--- config.mk ---
export PLATFORM = sky130hd
export DESIGN_NAME = rx_err_stats
export DESIGN_NICKNAME = d
export VERILOG_FILES = /design/src/rtl/rx_err_pkg.sv /design/src/rtl/rx_frame_classify.sv /design/src/rtl/rx_sat_counter.sv /design/src/rtl/rx_reg_port.sv /design/src/rtl/rx_err_stats.sv
export SDC_FILE = /design/constraint.sdc
export NUM_CORES = 1
export LEC_CHECK = 0
export BUFFER_PORTS_ARGS = -buffer_cell sky130_fd_sc_hd__clkbuf_2
export CAP_MARGIN = 20
export CELL_PAD_IN_SITES_DETAIL_PLACEMENT = 0
export CELL_PAD_IN_SITES_GLOBAL_PLACEMENT = 1
export CORE_MARGIN = 2
export CORE_UTILIZATION = 44
export CTS_BUF_LIST = sky130_fd_sc_hd__clkbuf_8
export DETAILED_ROUTE_END_ITERATION = 10
export GPL_TIMING_DRIVEN = 0
export PLACE_DENSITY = 0.88
export SLEW_MARGIN = 20
export SYNTH_ARGS = -nofsm -noshare
export SYNTH_HDL_FRONTEND = slang
export SYNTH_SLANG_ARGS = --single-unit
--- constraint.sdc ---
create_clock -name clk -period 3.2 [get_ports clk]
set_clock_uncertainty 0.15 [all_clocks]
set_input_delay 0.64 -clock clk [delete_from_list [all_inputs] [get_ports clk]]
set_output_delay 0.64 -clock clk [all_outputs]
set_load 0.01 [all_outputs]
--- src/rtl/rx_err_pkg.sv ---
package rx_err_pkg;
    typedef enum logic [1:0] {
        FR_NONE  = 2'd0,
        FR_LONG  = 2'd1,
        FR_RESID = 2'd2
    } frame_kind_e;

    typedef enum logic {
        RD_IDLE = 1'b0,
        RD_RESP = 1'b1
    } rd_state_e;

    localparam int ADDR_TOO_LONG = 0;
    localparam int ADDR_RESID    = 1;
endpackage

--- src/rtl/rx_frame_classify.sv ---
module rx_frame_classify
    import rx_err_pkg::*;
#(
    parameter int LEN_W = 16
) (
    input  logic             clk,
    input  logic             rst_n,
    input  logic             eof_strobe,
    input  logic [LEN_W-1:0] frame_len,
    input  logic             resid_bits,
    input  logic [LEN_W-1:0] max_len,
    output logic             inc_long,
    output logic             inc_resid
);
    frame_kind_e kind;

    // Residual bits outrank length.
    always_comb begin
        if (resid_bits)
            kind = FR_RESID;
        else if (frame_len > max_len)
            kind = FR_LONG;
        else
            kind = FR_NONE;
    end

    always_comb begin
        inc_long  = 1'b0;
        inc_resid = 1'b0;
        unique case (kind)
            FR_LONG:  inc_long  = eof_strobe;
            FR_RESID: inc_resid = eof_strobe;
            default:  ;
        endcase
    end

    p_single_kind_r5: assert property (@(posedge clk) disable iff (!rst_n)
        $onehot0({inc_long, inc_resid}));
    p_no_strobe_r5: assert property (@(posedge clk) disable iff (!rst_n)
        !eof_strobe |-> !inc_long && !inc_resid);
    p_resid_first_r4: assert property (@(posedge clk) disable iff (!rst_n)
        resid_bits |-> !inc_long);
endmodule

--- src/rtl/rx_sat_counter.sv ---
module rx_sat_counter #(
    parameter int CNT_W = 32
) (
    input  logic             clk,
    input  logic             rst_n,
    input  logic             inc,
    input  logic             clr,
    output logic [CNT_W-1:0] cnt
);
    localparam logic [CNT_W-1:0] CNT_MAX = {CNT_W{1'b1}};

    always_ff @(posedge clk) begin
        if (!rst_n)
            cnt <= '0;
        else if (clr)
            cnt <= '0;
        else if (inc && cnt != CNT_MAX)
            cnt <= cnt + CNT_W'(1);
    end

    p_clear_wins_r7: assert property (@(posedge clk) disable iff (!rst_n)
        clr |=> cnt == '0);
    p_no_overflow_r6: assert property (@(posedge clk) disable iff (!rst_n)
        (cnt == CNT_MAX && !clr) |=> cnt == CNT_MAX);
    p_step_one_r2: assert property (@(posedge clk) disable iff (!rst_n)
        (inc && !clr && cnt != CNT_MAX) |=> cnt == $past(cnt) + CNT_W'(1));
    p_hold_idle_r5: assert property (@(posedge clk) disable iff (!rst_n)
        (!inc && !clr) |=> $stable(cnt));
endmodule

--- src/rtl/rx_reg_port.sv ---
module rx_reg_port
    import rx_err_pkg::*;
#(
    parameter int CNT_W  = 32,
    parameter int ADDR_W = 2
) (
    input  logic              clk,
    input  logic              rst_n,
    input  logic              rd,
    input  logic [ADDR_W-1:0] addr,
    input  logic [CNT_W-1:0]  cnt_long,
    input  logic [CNT_W-1:0]  cnt_resid,
    output logic [CNT_W-1:0]  rdata,
    output logic              rvalid
);
    rd_state_e state, state_nx;
    logic [CNT_W-1:0] sel;

    always_comb begin
        unique case (state)
            RD_IDLE: state_nx = rd ? RD_RESP : RD_IDLE;
            RD_RESP: state_nx = rd ? RD_RESP : RD_IDLE;
            default: state_nx = RD_IDLE;
        endcase
    end

    always_ff @(posedge clk) begin
        if (!rst_n) state <= RD_IDLE;
        else        state <= state_nx;
    end

    always_comb begin
        if (addr == ADDR_W'(ADDR_TOO_LONG))
            sel = cnt_long;
        else if (addr == ADDR_W'(ADDR_RESID))
            sel = cnt_resid;
        else
            sel = '0;
    end

    always_ff @(posedge clk) begin
        if (!rst_n)  rdata <= '0;
        else if (rd) rdata <= sel;
    end

    assign rvalid = (state == RD_RESP);

    p_read_valid_r9: assert property (@(posedge clk) disable iff (!rst_n)
        rd |=> rvalid);
    p_valid_only_after_rd_r9: assert property (@(posedge clk) disable iff (!rst_n)
        !rd |=> !rvalid);
endmodule

--- src/rtl/rx_err_stats.sv ---
module rx_err_stats
    import rx_err_pkg::*;
#(
    parameter int LEN_W  = 16,
    parameter int CNT_W  = 32,
    parameter int ADDR_W = 2
) (
    input  logic              clk,
    input  logic              rst_n,
    input  logic              eof_strobe,
    input  logic [LEN_W-1:0]  frame_len,
    input  logic              resid_bits,
    input  logic [LEN_W-1:0]  max_len,
    input  logic              reg_rd,
    input  logic              reg_wr,
    input  logic [ADDR_W-1:0] reg_addr,
    output logic [CNT_W-1:0]  reg_rdata,
    output logic              reg_rvalid
);
    logic inc_long, inc_resid;
    logic clr_long, clr_resid;
    logic [CNT_W-1:0] cnt_long, cnt_resid;

    assign clr_long  = reg_wr && (reg_addr == ADDR_W'(ADDR_TOO_LONG));
    assign clr_resid = reg_wr && (reg_addr == ADDR_W'(ADDR_RESID));

    rx_frame_classify #(.LEN_W(LEN_W)) u_cls (
        .clk        (clk),
        .rst_n      (rst_n),
        .eof_strobe (eof_strobe),
        .frame_len  (frame_len),
        .resid_bits (resid_bits),
        .max_len    (max_len),
        .inc_long   (inc_long),
        .inc_resid  (inc_resid)
    );

    rx_sat_counter #(.CNT_W(CNT_W)) u_cnt_long (
        .clk (clk), .rst_n (rst_n), .inc (inc_long), .clr (clr_long), .cnt (cnt_long)
    );

    rx_sat_counter #(.CNT_W(CNT_W)) u_cnt_resid (
        .clk (clk), .rst_n (rst_n), .inc (inc_resid), .clr (clr_resid), .cnt (cnt_resid)
    );

    rx_reg_port #(.CNT_W(CNT_W), .ADDR_W(ADDR_W)) u_port (
        .clk       (clk),
        .rst_n     (rst_n),
        .rd        (reg_rd),
        .addr      (reg_addr),
        .cnt_long  (cnt_long),
        .cnt_resid (cnt_resid),
        .rdata     (reg_rdata),
        .rvalid    (reg_rvalid)
    );

    p_other_untouched_r8: assert property (@(posedge clk) disable iff (!rst_n)
        (clr_long && !inc_resid) |=> $stable(cnt_resid));
    p_read_no_effect_r9: assert property (@(posedge clk) disable iff (!rst_n)
        (reg_rd && !reg_wr && !eof_strobe) |=> $stable(cnt_long) && $stable(cnt_resid));
endmodule

==> results.toml, run 1 <==
[cts]
clock-root-buffer = "sky130_fd_sc_hd__clkbuf_8"
cts_hold_buffers = 0
worstSkewPairLatency_ps = 390
tritoncts_clock_tree = "done"
postCtsSetupRepairBufs = 0
cts_max_path_buffers = 2
clkSlewWorstSetupHoldPaths_ps = 100
cts_num_sinks = 97
cts_htree_levels = 3
post_cts_resized = 0
cts_made_buffers = 9

[sta]
setup-violations-final = 0
worst_setup_margin_ps = 458
max_freq_mhz = 365
timing_hold_violations_final = 0
rsz0062_at_grt = "no"
whs_ps = 368
period_share = 0.857
timing.setup.tns_ps = 0
maxSlewViolCount = 0
max-slew-margin-rel = 0.473
post_layout_minimum_cycle_time_ps = 2740
tightest_slew_ps = 791

[global_routing]
grt_first_pass_wirelength_um = 19700
grt_max_degree = 17
grt_usage = 0.196
first_global_vias = 4073
gr-total-overflow = 0
antenna_found_initial = 0

[setup_path]
worstSetupStartpoint = "max_len[15]"
cp.arrival_ps = 2920
cpMaxStageDelayCell = "sky130_fd_sc_hd__or4_1"
cp_cell_instances = "clkbuf_2 > inv_1 > ha_1 > nand4_1 > nor4_2 > o21ai_1 > a31oi_4 > nand4b_1 > or4_1 > nand2_1"
timing.critical_path.buf_inv = 2
critPathMaxFanout = 8
setup.worst_path.class = "in2reg"
worst_ep_required_time_ps = 3380
kind_of_end_point_of_the_critical_path = "flop"
path_delay_family = "simple AND/OR/NAND/NOR gates"
reg2reg_from = "u_cnt_resid.cnt[18]"
worst_path_largest_cell_delay_ps = 480
crit_path_start_kind = "primary input"

[final_layout]
final_cell_area_um2 = 5700
final_common_cell = "sky130_fd_sc_hd__dfxtp_1"
multi_input_area_um2 = 2730
fill_cells = 1084
antennaDiodeCount = 0
design.final.nets = 732
ratio_of_cells_with_drive_above_1_in_the_final_layout = 0.143
area_growth_from_synthesis_to_final_layout_pct = 14.2
layout_common_cells = "sky130_fd_sc_hd__dfxtp_1 (97), sky130_fd_sc_hd__clkbuf_2 (70), sky130_fd_sc_hd__nor2_1 (62)"
final_core_utilization = 0.521
sequential_cell_area_um2 = 1940

[drt]
avgRoutedWirePerCell_um = 14.4
drtIter0Drc = 209
routed-via-count = 4339
drt_drc_violations_left = 0
routed_via_density = 5.30
route.antenna.remaining_nets = 0
drtPass1Iterations = 4
route.final.wire_length_um = 11800

[yosys]
synth.top_cells.by_area = "sky130_fd_sc_hd__dfxtp_1 (39%), sky130_fd_sc_hd__mux2i_1 (6.6%), sky130_fd_sc_hd__xor2_1 (5.8%)"
synthesis.yosys.warnings = 0
synthesis.area_um2 = 4990
yosysTopAreaCellShare = 0.389
synthDistinctLibCells = 39
synth-edff-count = 0
synth_largest_area_cell = "sky130_fd_sc_hd__dfxtp_1"
syn_area_per_cell_um2 = 8.42
postSynthNetCount = 651
ys_seq_area_frac = 0.389
postSynthRegisterBits = 97
leading_register_cell_type_out_of_synthesis = "sky130_fd_sc_hd__dfxtp_1"
async_flop_share = 0
synthesis.instances = 593

[floorplanning]
fp-row-count = 38
initial_core_util = 0.456
fp.coreArea_um2 = 10900
ioPinCount = 73
die_y_um = 111
die_width_um = 111
die_footprint_um2 = 12200

[power_and_ir_drop]
p_comb_frac = 0.073
power_density_nw_per_um2 = 374
power.sequential.fraction = 0.569
net_switching_share_of_the_total_power = 0.263
power_frac_clock = 0.358
intPower_w = 0.00157
power_switching_w = 0.000560
cellLeakagePower_nw = 2.23
vdd_ir_drop_max_mv = 0.273

[run]
drv.max_cap_violation_count = 0

[placed_design]
detailed_place.area_um2 = 5520
gpl.final_weighted_congestion = 0.832
port_buffers = 70
pre_cts_slack_ps = 37.3
detailedPlacementHpwl_um = 8910

[worst_hold_path]
holdCritStartpoint = "u_cnt_resid.cnt[19]"
hp-class = "reg2reg"

[run_status]
run_status = "finished clean"
[metal layers]
layer	track usage	wire length, um	up-vias
li1	-	-	2200
met1	0.258	5530	2007
met2	0.325	5480	121
met3	0.0423	646	11
met4	0.0575	140	0
met5	0	0	-
[final cells by class]
class | count | area share
plain buffers | 25 | 0.0180
clock buffers | 10 | 0.0242
clock inverters | 6 | 0.00769
inverters | 59 | 0.0389
multi-input cells | 412 | 0.478
flip-flops and latches | 97 | 0.341
well taps | 140 | 0.0307
repair buffers | 70 | 0.0615
[power groups by stage]
stage	Sequential, W	Clock (W)	Combinational [W]
3_3_place_gp	0.00124	0	0.000153
5_1_grt	0.00121	0.000836	0.000176
2_1_floorplan	0.00124	0	0.0000979
3_5_place_dp	0.00124	0	0.000157
6_report	0.00121	0.000763	0.000156
4_1_cts	0.00121	0.000785	0.000158
[Yosys cell counts (13+ instances only)]
cell type                  instances
sky130_fd_sc_hd__a21oi_1          19
sky130_fd_sc_hd__and2_1           36
sky130_fd_sc_hd__clkbuf_1         21
sky130_fd_sc_hd__dfxtp_1          97
sky130_fd_sc_hd__ha_1             18
sky130_fd_sc_hd__inv_1            59
sky130_fd_sc_hd__mux2i_1          33
sky130_fd_sc_hd__nand2_1          32
sky130_fd_sc_hd__nand3_1          28
sky130_fd_sc_hd__nand4_1          24
sky130_fd_sc_hd__nor2_1           62
sky130_fd_sc_hd__o21ai_0          13
sky130_fd_sc_hd__o22ai_1          32
sky130_fd_sc_hd__xnor2_1          13
sky130_fd_sc_hd__xor2_1           33
[path summary, 6_finish.rpt]
kind                          to  cells past startpoint  slack, ps
min reg2reg  u_cnt_resid.cnt[19]                      2        370
min          u_cnt_resid.cnt[19]                      2        370
max           u_cnt_long.cnt[12]                     10        460
max reg2reg   u_cnt_resid.cnt[9]                      8        610
[registers in the layout (all words and copies together), names as in the netlist]
name,cells
u_cnt_long.cnt,32
u_cnt_resid.cnt,32
u_port.rdata,32
u_port.rvalid,1
[worst min-delay path, stage by stage (launching register included)]
cell	delay, ps
sky130_fd_sc_hd__dfxtp_1	360
sky130_fd_sc_hd__nand2_1	70
sky130_fd_sc_hd__a21oi_1	50
[per-stage QoR]
step                std cells  total power (W)
detailed placement        803          0.00140
floorplan                 593          0.00134
finish                    819          0.00213
CTS                       819          0.00216
global route              819          0.00223
global placement          803          0.00139
[kinds of logic after synthesis]
logic type | synth area share
muxes | 0.0662
xor gates and xnor gates | 0.0807
and+or+nand+nor | 0.261
DFF | 0.389
adders and majority gates | 0.0451
buffers and inverters | 0.0649
AOI/OAI and AO/OA | 0.0933
No activity file was read; power rests on OpenSTA's default activity.
==> run 2, diff against run 1 <==
--- a/config.mk
+++ b/config.mk
@@ -5,17 +5,16 @@
 export SDC_FILE = /design/constraint.sdc
 export NUM_CORES = 1
 export LEC_CHECK = 0
-export BUFFER_PORTS_ARGS = -buffer_cell sky130_fd_sc_hd__clkbuf_2
 export CAP_MARGIN = 20
 export CELL_PAD_IN_SITES_DETAIL_PLACEMENT = 0
 export CELL_PAD_IN_SITES_GLOBAL_PLACEMENT = 1
 export CORE_MARGIN = 2
-export CORE_UTILIZATION = 44
+export CORE_UTILIZATION = 49
 export CTS_BUF_LIST = sky130_fd_sc_hd__clkbuf_8
 export DETAILED_ROUTE_END_ITERATION = 10
+export DONT_BUFFER_PORTS = 1
 export GPL_TIMING_DRIVEN = 0
-export PLACE_DENSITY = 0.88
-export SLEW_MARGIN = 20
+export PLACE_DENSITY = 0.87
 export SYNTH_ARGS = -nofsm -noshare
 export SYNTH_HDL_FRONTEND = slang
 export SYNTH_SLANG_ARGS = --single-unit
==> results.toml, run 2 (synthesis results as in run 1) <==
[floorplanning]
fp-row-count = 36
die_footprint_um2 = 11000
initial_core_util = 0.508
fp.coreArea_um2 = 9820
die_width_um = 105
die_y_um = 105
ioPinCount = 73

[cts]
worstSkewPairLatency_ps = 360
cts_max_path_buffers = 2
postCtsSetupRepairBufs = 0
post_cts_resized = 0
clock-root-buffer = "sky130_fd_sc_hd__clkbuf_8"
cts_made_buffers = 9
tritoncts_clock_tree = "done"
cts_hold_buffers = 0
cts_num_sinks = 97
cts_htree_levels = 3
clkSlewWorstSetupHoldPaths_ps = 100

[setup_path]
worst_ep_required_time_ps = 3340
setup.worst_path.class = "in2reg"
worst_path_largest_cell_delay_ps = 380
worstReg2RegEnd = "u_cnt_resid.cnt[17]"
crit_path_start_kind = "primary input"
cp.depth = 9
kind_of_end_point_of_the_critical_path = "flop"
cpMaxStageDelayCell = "sky130_fd_sc_hd__or3_1"
reg2regPathDepth = 8
setup.reg_to_reg.worst_slack_ps = 560
reg2reg_from = "u_cnt_resid.cnt[18]"
cp_cell_instances = "inv_1 > ha_1 > nand4_1 > nor4_2 > o21ai_1 > a31oi_4 > nand4b_1 > or3_1 > a21oi_1"
cp.arrival_ps = 2830
timing.critical_path.buf_inv = 1
path_delay_family = "simple AND/OR/NAND/NOR gates"
critPathMaxFanout = 8

[drt]
avgRoutedWirePerCell_um = 15.6
route.antenna.remaining_nets = 0
routed-via-count = 4047
drtPass1Iterations = 4
route.final.wire_length_um = 11600
drtIter0Drc = 177
routed_via_density = 5.45
drt_drc_violations_left = 0

[sta]
maxSlewViolCount = 0
max_freq_mhz = 372
post_layout_minimum_cycle_time_ps = 2690
max-slew-margin-rel = 0.464
rsz0062_at_grt = "no"
setup-violations-final = 0
timing.setup.tns_ps = 0
period_share = 0.841
tightest_slew_ps = 805
whs_ps = 242
timing_hold_violations_final = 0

[worst_hold_path]
hold-path-cell-count = 1
hp-class = "in2reg"
holdCritStartpoint = "rst_n"
end_of_the_worst_hold_path = "u_port.rdata[31]"

[final_layout]
layout_common_cells = "sky130_fd_sc_hd__dfxtp_1 (97), sky130_fd_sc_hd__nor2_1 (62), sky130_fd_sc_hd__inv_1 (61)"
ratio_of_cells_with_drive_above_1_in_the_final_layout = 0.0411
final_common_cell = "sky130_fd_sc_hd__dfxtp_1"
design.final.nets = 662
area_growth_from_synthesis_to_final_layout_pct = 7.27
biggestRegsByFlops = "u_cnt_long.cnt x32, u_cnt_resid.cnt x32, u_port.rdata x32"
fill_cells = 967
antennaDiodeCount = 0

[power_and_ir_drop]
cellLeakagePower_nw = 1.95
vdd_ir_drop_max_mv = 0.285
intPower_w = 0.00163
power.sequential.fraction = 0.564
power_density_nw_per_um2 = 402
net_switching_share_of_the_total_power = 0.241
p_comb_frac = 0.061
power_switching_w = 0.000518
power_frac_clock = 0.375

[run_status]
run_status = "finished clean"

[global_routing]
grt_util_met3 = 0.0468
grt_first_pass_wirelength_um = 19600
grt_usage = 0.219
gr-usage-met2 = 0.363
grt_max_degree = 16
antenna_found_initial = 0
grt_use_met1 = 0.289
first_global_vias = 4052
gr-total-overflow = 0
grt_busiest_layer = "met2"

[run]
drv.max_cap_violation_count = 0

[placed_design]
port_buffers = 0
detailedPlacementHpwl_um = 8730
gpl.final_weighted_congestion = 0.819
[run 2: cell types whose count changed in the layout (fill, tap and decap cells not counted)]
cell / change
sky130_fd_sc_hd__inv_6: +1
sky130_fd_sc_hd__clkbuf_2: -70
sky130_fd_sc_hd__clkinv_4: -1
sky130_fd_sc_hd__clkinvlp_4: -3
sky130_fd_sc_hd__bufinv_16: +1
sky130_fd_sc_hd__inv_1: +2
[run 2: worst max-delay path by stage]
stage,from,to,slack (ps)
2_1_floorplan,max_len[15],u_cnt_long.cnt[12],480
3_3_place_gp,max_len[15],u_cnt_long.cnt[12],140
3_5_place_dp,max_len[15],u_cnt_long.cnt[16],90
4_1_cts,max_len[15],u_cnt_long.cnt[16],450
5_1_grt,max_len[15],u_cnt_long.cnt[12],220
6_report,max_len[15],u_cnt_long.cnt[16],510
[run 2: area by class of cell]
cell class                 count  area [um^2]  area share
sequential                    97         1940       0.363
inverter                      59          221      0.0414
clock buffer                  10          138      0.0257
tap                          133          166      0.0311
multi-input combinational    412         2730       0.509
clock inverter                 6         58.8      0.0110
buffer                        25          103      0.0192
[run 2: stage by stage]
step | utilization | cell area [um^2] | worst slack [ps] | power, W | cells
6_report | 0.545 | 5350 | 509 | 0.00215 | 742
5_1_grt | 0.545 | 5350 | 223 | 0.00223 | 742
4_1_cts | 0.545 | 5350 | 453 | 0.00217 | 742
3_5_place_dp | 0.525 | 5160 | 90.1 | 0.00137 | 726
3_3_place_gp | 0.525 | 5160 | 138 | 0.00137 | 726
2_1_floorplan | - | 4990 | 476 | 0.00134 | 593
[run 2: layer usage]
layer	share of wire	vias up
li1	-	2053
met5	0	-
met4	0.015	0
met1	0.48	1904
met2	0.46	77
met3	0.042	13
[run 2: power groups by stage]
| stage | combinational [W] | sequential [W] | clock [W] |
|---|---|---|---|
| final | 0.000131 | 0.00121 | 0.000805 |
| after global routing | 0.000150 | 0.00121 | 0.000863 |
| after CTS | 0.000133 | 0.00121 | 0.000820 |
| after detailed placement | 0.000132 | 0.00124 | 0 |
| after global placement | 0.000128 | 0.00124 | 0 |
| after floorplan | 0.0000979 | 0.00124 | 0 |
==> run 3, diff against run 2 <==
--- a/config.mk
+++ b/config.mk
@@ -5,16 +5,17 @@
 export SDC_FILE = /design/constraint.sdc
 export NUM_CORES = 1
 export LEC_CHECK = 0
+export ABC_AREA = 1
 export CAP_MARGIN = 20
 export CELL_PAD_IN_SITES_DETAIL_PLACEMENT = 0
 export CELL_PAD_IN_SITES_GLOBAL_PLACEMENT = 1
 export CORE_MARGIN = 2
-export CORE_UTILIZATION = 49
+export CORE_UTILIZATION = 42
 export CTS_BUF_LIST = sky130_fd_sc_hd__clkbuf_8
 export DETAILED_ROUTE_END_ITERATION = 10
 export DONT_BUFFER_PORTS = 1
 export GPL_TIMING_DRIVEN = 0
-export PLACE_DENSITY = 0.87
+export PLACE_DENSITY = 0.85
 export SYNTH_ARGS = -nofsm -noshare
 export SYNTH_HDL_FRONTEND = slang
 export SYNTH_SLANG_ARGS = --single-unit
==> constraint.sdc (replaced) <==
create_clock -name clk -period 2.4 [get_ports clk]
set_clock_uncertainty 0.15 [all_clocks]
set_input_delay 0.48 -clock clk [delete_from_list [all_inputs] [get_ports clk]]
set_output_delay 0.48 -clock clk [all_outputs]
set_load 0.01 [all_outputs]
==> results.toml, run 3 <==
[placed_design]
port_buffers = 0
detailedPlacementHpwl_um = 14300
gpl.final_weighted_congestion = 0.944
placed_cells_incl_taps = 1179
detailed_place.area_um2 = 6350

[floorplanning]
fp-row-count = 44
die_footprint_um2 = 15600
die_width_um = 125
die_y_um = 125
initial_core_util = 0.426
ioPinCount = 73
fp.coreArea_um2 = 14400

[sta]
max_freq_mhz = 452
period_share = 0.921
setup-violations-final = 0
rsz0062_at_grt = "no"
maxSlewViolCount = 0
timing_hold_violations_final = 0
post_layout_minimum_cycle_time_ps = 2210
max-slew-margin-rel = 0.483
tightest_slew_ps = 770

[setup_path]
critPathMaxFanout = 5
worst_path_largest_cell_delay_ps = 430
reg2reg_from = "u_cnt_long.cnt[1]"
crit_path_start_kind = "flop"
timing.critical_path.buf_inv = 0
cpMaxStageDelayCell = "sky130_fd_sc_hd__dfxtp_1"
crit_path_end = "u_cnt_long.cnt[20]"
setup.reg_to_reg.worst_slack_ps = 190
worstReg2RegEnd = "u_cnt_long.cnt[20]"
setup.worst_path.class = "reg2reg"
kind_of_end_point_of_the_critical_path = "flop"
worst_path_most_repeated_cell = "sky130_fd_sc_hd__nand2_1"
cp_cell_instances = "ha_1 > nand2_1 > nor2_1 > nand2_1 > nor2_1 > nand3_1 > nand2_1 > nand3_1 > nand2_1 > nor2_1"
path_delay_family = "simple AND/OR/NAND/NOR gates"
cp.depth = 10
worstSetupStartpoint = "u_cnt_long.cnt[1]"
reg2regPathDepth = 10
worst_ep_required_time_ps = 2540
cp.arrival_ps = 2350

[final_layout]
area_growth_from_synthesis_to_final_layout_pct = 8.40
layout_common_cells = "sky130_fd_sc_hd__nand2_1 (292), sky130_fd_sc_hd__nor2_1 (156), sky130_fd_sc_hd__inv_1 (132)"
non_filler_cells_in_the_finished_layout = 1195
biggestRegsByFlops = "u_cnt_long.cnt x32, u_cnt_resid.cnt x32, u_port.rdata x32"
final_core_utilization = 0.462
final_common_cell = "sky130_fd_sc_hd__nand2_1"
antennaDiodeCount = 0
design.final.nets = 1064
ratio_of_cells_with_drive_above_1_in_the_final_layout = 0.0504
final_cell_area_um2 = 6640

[global_routing]
grt_max_degree = 16
grt_first_pass_wirelength_um = 29100
first_global_vias = 5626
grt_usage = 0.236
gr-total-overflow = 0
antenna_found_initial = 0

[yosys]
leading_register_cell_type_out_of_synthesis = "sky130_fd_sc_hd__dfxtp_1"
postSynthRegisterBits = 97
synthesis.yosys.warnings = 0
syn_area_per_cell_um2 = 6.15
ys_top_cells_by_count = "sky130_fd_sc_hd__nand2_1 (292), sky130_fd_sc_hd__nor2_1 (156), sky130_fd_sc_hd__inv_1 (134)"
synthesis.instances = 995
post-synth-top-count-cell = "sky130_fd_sc_hd__nand2_1"
synth_largest_area_cell = "sky130_fd_sc_hd__dfxtp_1"
async_flop_share = 0
postSynthNetCount = 1053
yosysTopAreaCellShare = 0.317
synth.top_cells.by_area = "sky130_fd_sc_hd__dfxtp_1 (32%), sky130_fd_sc_hd__nand2_1 (18%), sky130_fd_sc_hd__nor2_1 (9.6%)"
synthDistinctLibCells = 31
synth-edff-count = 0
ys_seq_area_frac = 0.317
synthesis.area_um2 = 6120

[drt]
drtPass1Iterations = 5
drtIter0Drc = 334
routed_via_density = 5.00
avgRoutedWirePerCell_um = 15.0
drt_drc_violations_left = 0
route.antenna.remaining_nets = 0
routed-via-count = 5978
route.final.wire_length_um = 17900

[run_status]
run_status = "finished clean"

[power_and_ir_drop]
vdd_ir_drop_max_mv = 0.232
cellLeakagePower_nw = 2.62
power_density_nw_per_um2 = 516

[cts]
tritoncts_clock_tree = "done"
clock-root-buffer = "sky130_fd_sc_hd__clkbuf_8"
cts_hold_buffers = 0
cts_num_sinks = 97
clkSlewWorstSetupHoldPaths_ps = 90
cts_max_path_buffers = 2
cts_htree_levels = 3
cts_made_buffers = 9
worstSkewPairLatency_ps = 390

[run]
drv.max_cap_violation_count = 0

[worst_hold_path]
hp-class = "in2reg"
==> run 3: cell count changes in the layout (fill, tap and decap cells not counted), sizes merged, moves of 10 or more <==
cell    previous run  this run
nor2              62       159
inv               62       137
mux2i             33         0
o21ai             16        45
nand3             28        73
xnor2             13         2
o22ai             32         0
nand2             32       296
a21oi             19        62
nand4             25         5
buf                4        14
o221ai             0        24
and2              36         1
==> run 3: worst min-delay path by stage <==
stage                              startpoint             endpoint  slack (ps)  cells past startpoint
final                                  reg_wr   u_cnt_long.cnt[16]         210                      3
after global routing                   reg_wr    u_cnt_long.cnt[2]         220                      3
after CTS                              reg_wr   u_cnt_long.cnt[24]         190                      3
after detailed placement  u_cnt_resid.cnt[31]  u_cnt_resid.cnt[31]         320                      2
after global placement    u_cnt_resid.cnt[31]  u_cnt_resid.cnt[31]         320                      2
after floorplan           u_cnt_resid.cnt[31]  u_cnt_resid.cnt[31]         310                      2
==> run 3: layer usage <==
metal	track usage	wire length, um
met3	0.0399	782
met4	0.0958	554
met2	0.411	8790
met5	0	0
met1	0.287	7790
==> run 3: final cells by class <==
| class | count | area [um^2] |
|---|---|---|
| Sequential cell | 97 | 1940 |
| Clock inverter | 4 | 97.6 |
| Fill cell | 1560 | 7730 |
| Multi-Input combinational cell | 726 | 3490 |
| Buffer | 33 | 190 |
| Inverter | 139 | 522 |
| Clock buffer | 12 | 165 |
| Tap cell | 184 | 230 |
==> run 3: cells by family after synthesis <==
kind of cell | count (synthesis) | synth area share
simple gates | 548 | 0.365
buf+inv | 172 | 0.116
compound gates | 132 | 0.125
flops | 97 | 0.317
xor+xnor | 28 | 0.0401
fa+ha+maj | 18 | 0.0368
==> run 3: stage by stage <==
step           hold WS, ps  TNS, ps  setup slack [ps]  total power [W]
2_1_floorplan          308        0               293          0.00198
3_3_place_gp           319     -670             -71.1          0.00207
3_5_place_dp           324     -671             -76.5          0.00208
4_1_cts                188        0              22.2          0.00346
5_1_grt                219        0              1.69          0.00357
6_report               212        0               190          0.00343
==> run 3: report_power, final <==
part	leakage (nW)	internal [W]	switching [W]
Sequential	0.789	0.00165	0.0000515
Clock	0.129	0.000778	0.000608
Combinational	1.70	0.000110	0.000230
==> run 3: timing repair <==
action,in CTS,in global routing
setup buffers,0,0
setup endpoints to repair,0,26
gates resized for setup,0,8
==> run 3: worst reg2reg max path, cell delays in order, from the launching register on <==
cell and delay, ps:
sky130_fd_sc_hd__dfxtp_1 430, sky130_fd_sc_hd__ha_1 260, sky130_fd_sc_hd__nand2_1 100, sky130_fd_sc_hd__nor2_1 350, sky130_fd_sc_hd__nand2_1 240, sky130_fd_sc_hd__nor2_1 240, sky130_fd_sc_hd__nand3_1 100, sky130_fd_sc_hd__nand2_1 90
sky130_fd_sc_hd__nand3_1 60, sky130_fd_sc_hd__nand2_1 60, sky130_fd_sc_hd__nor2_1 40
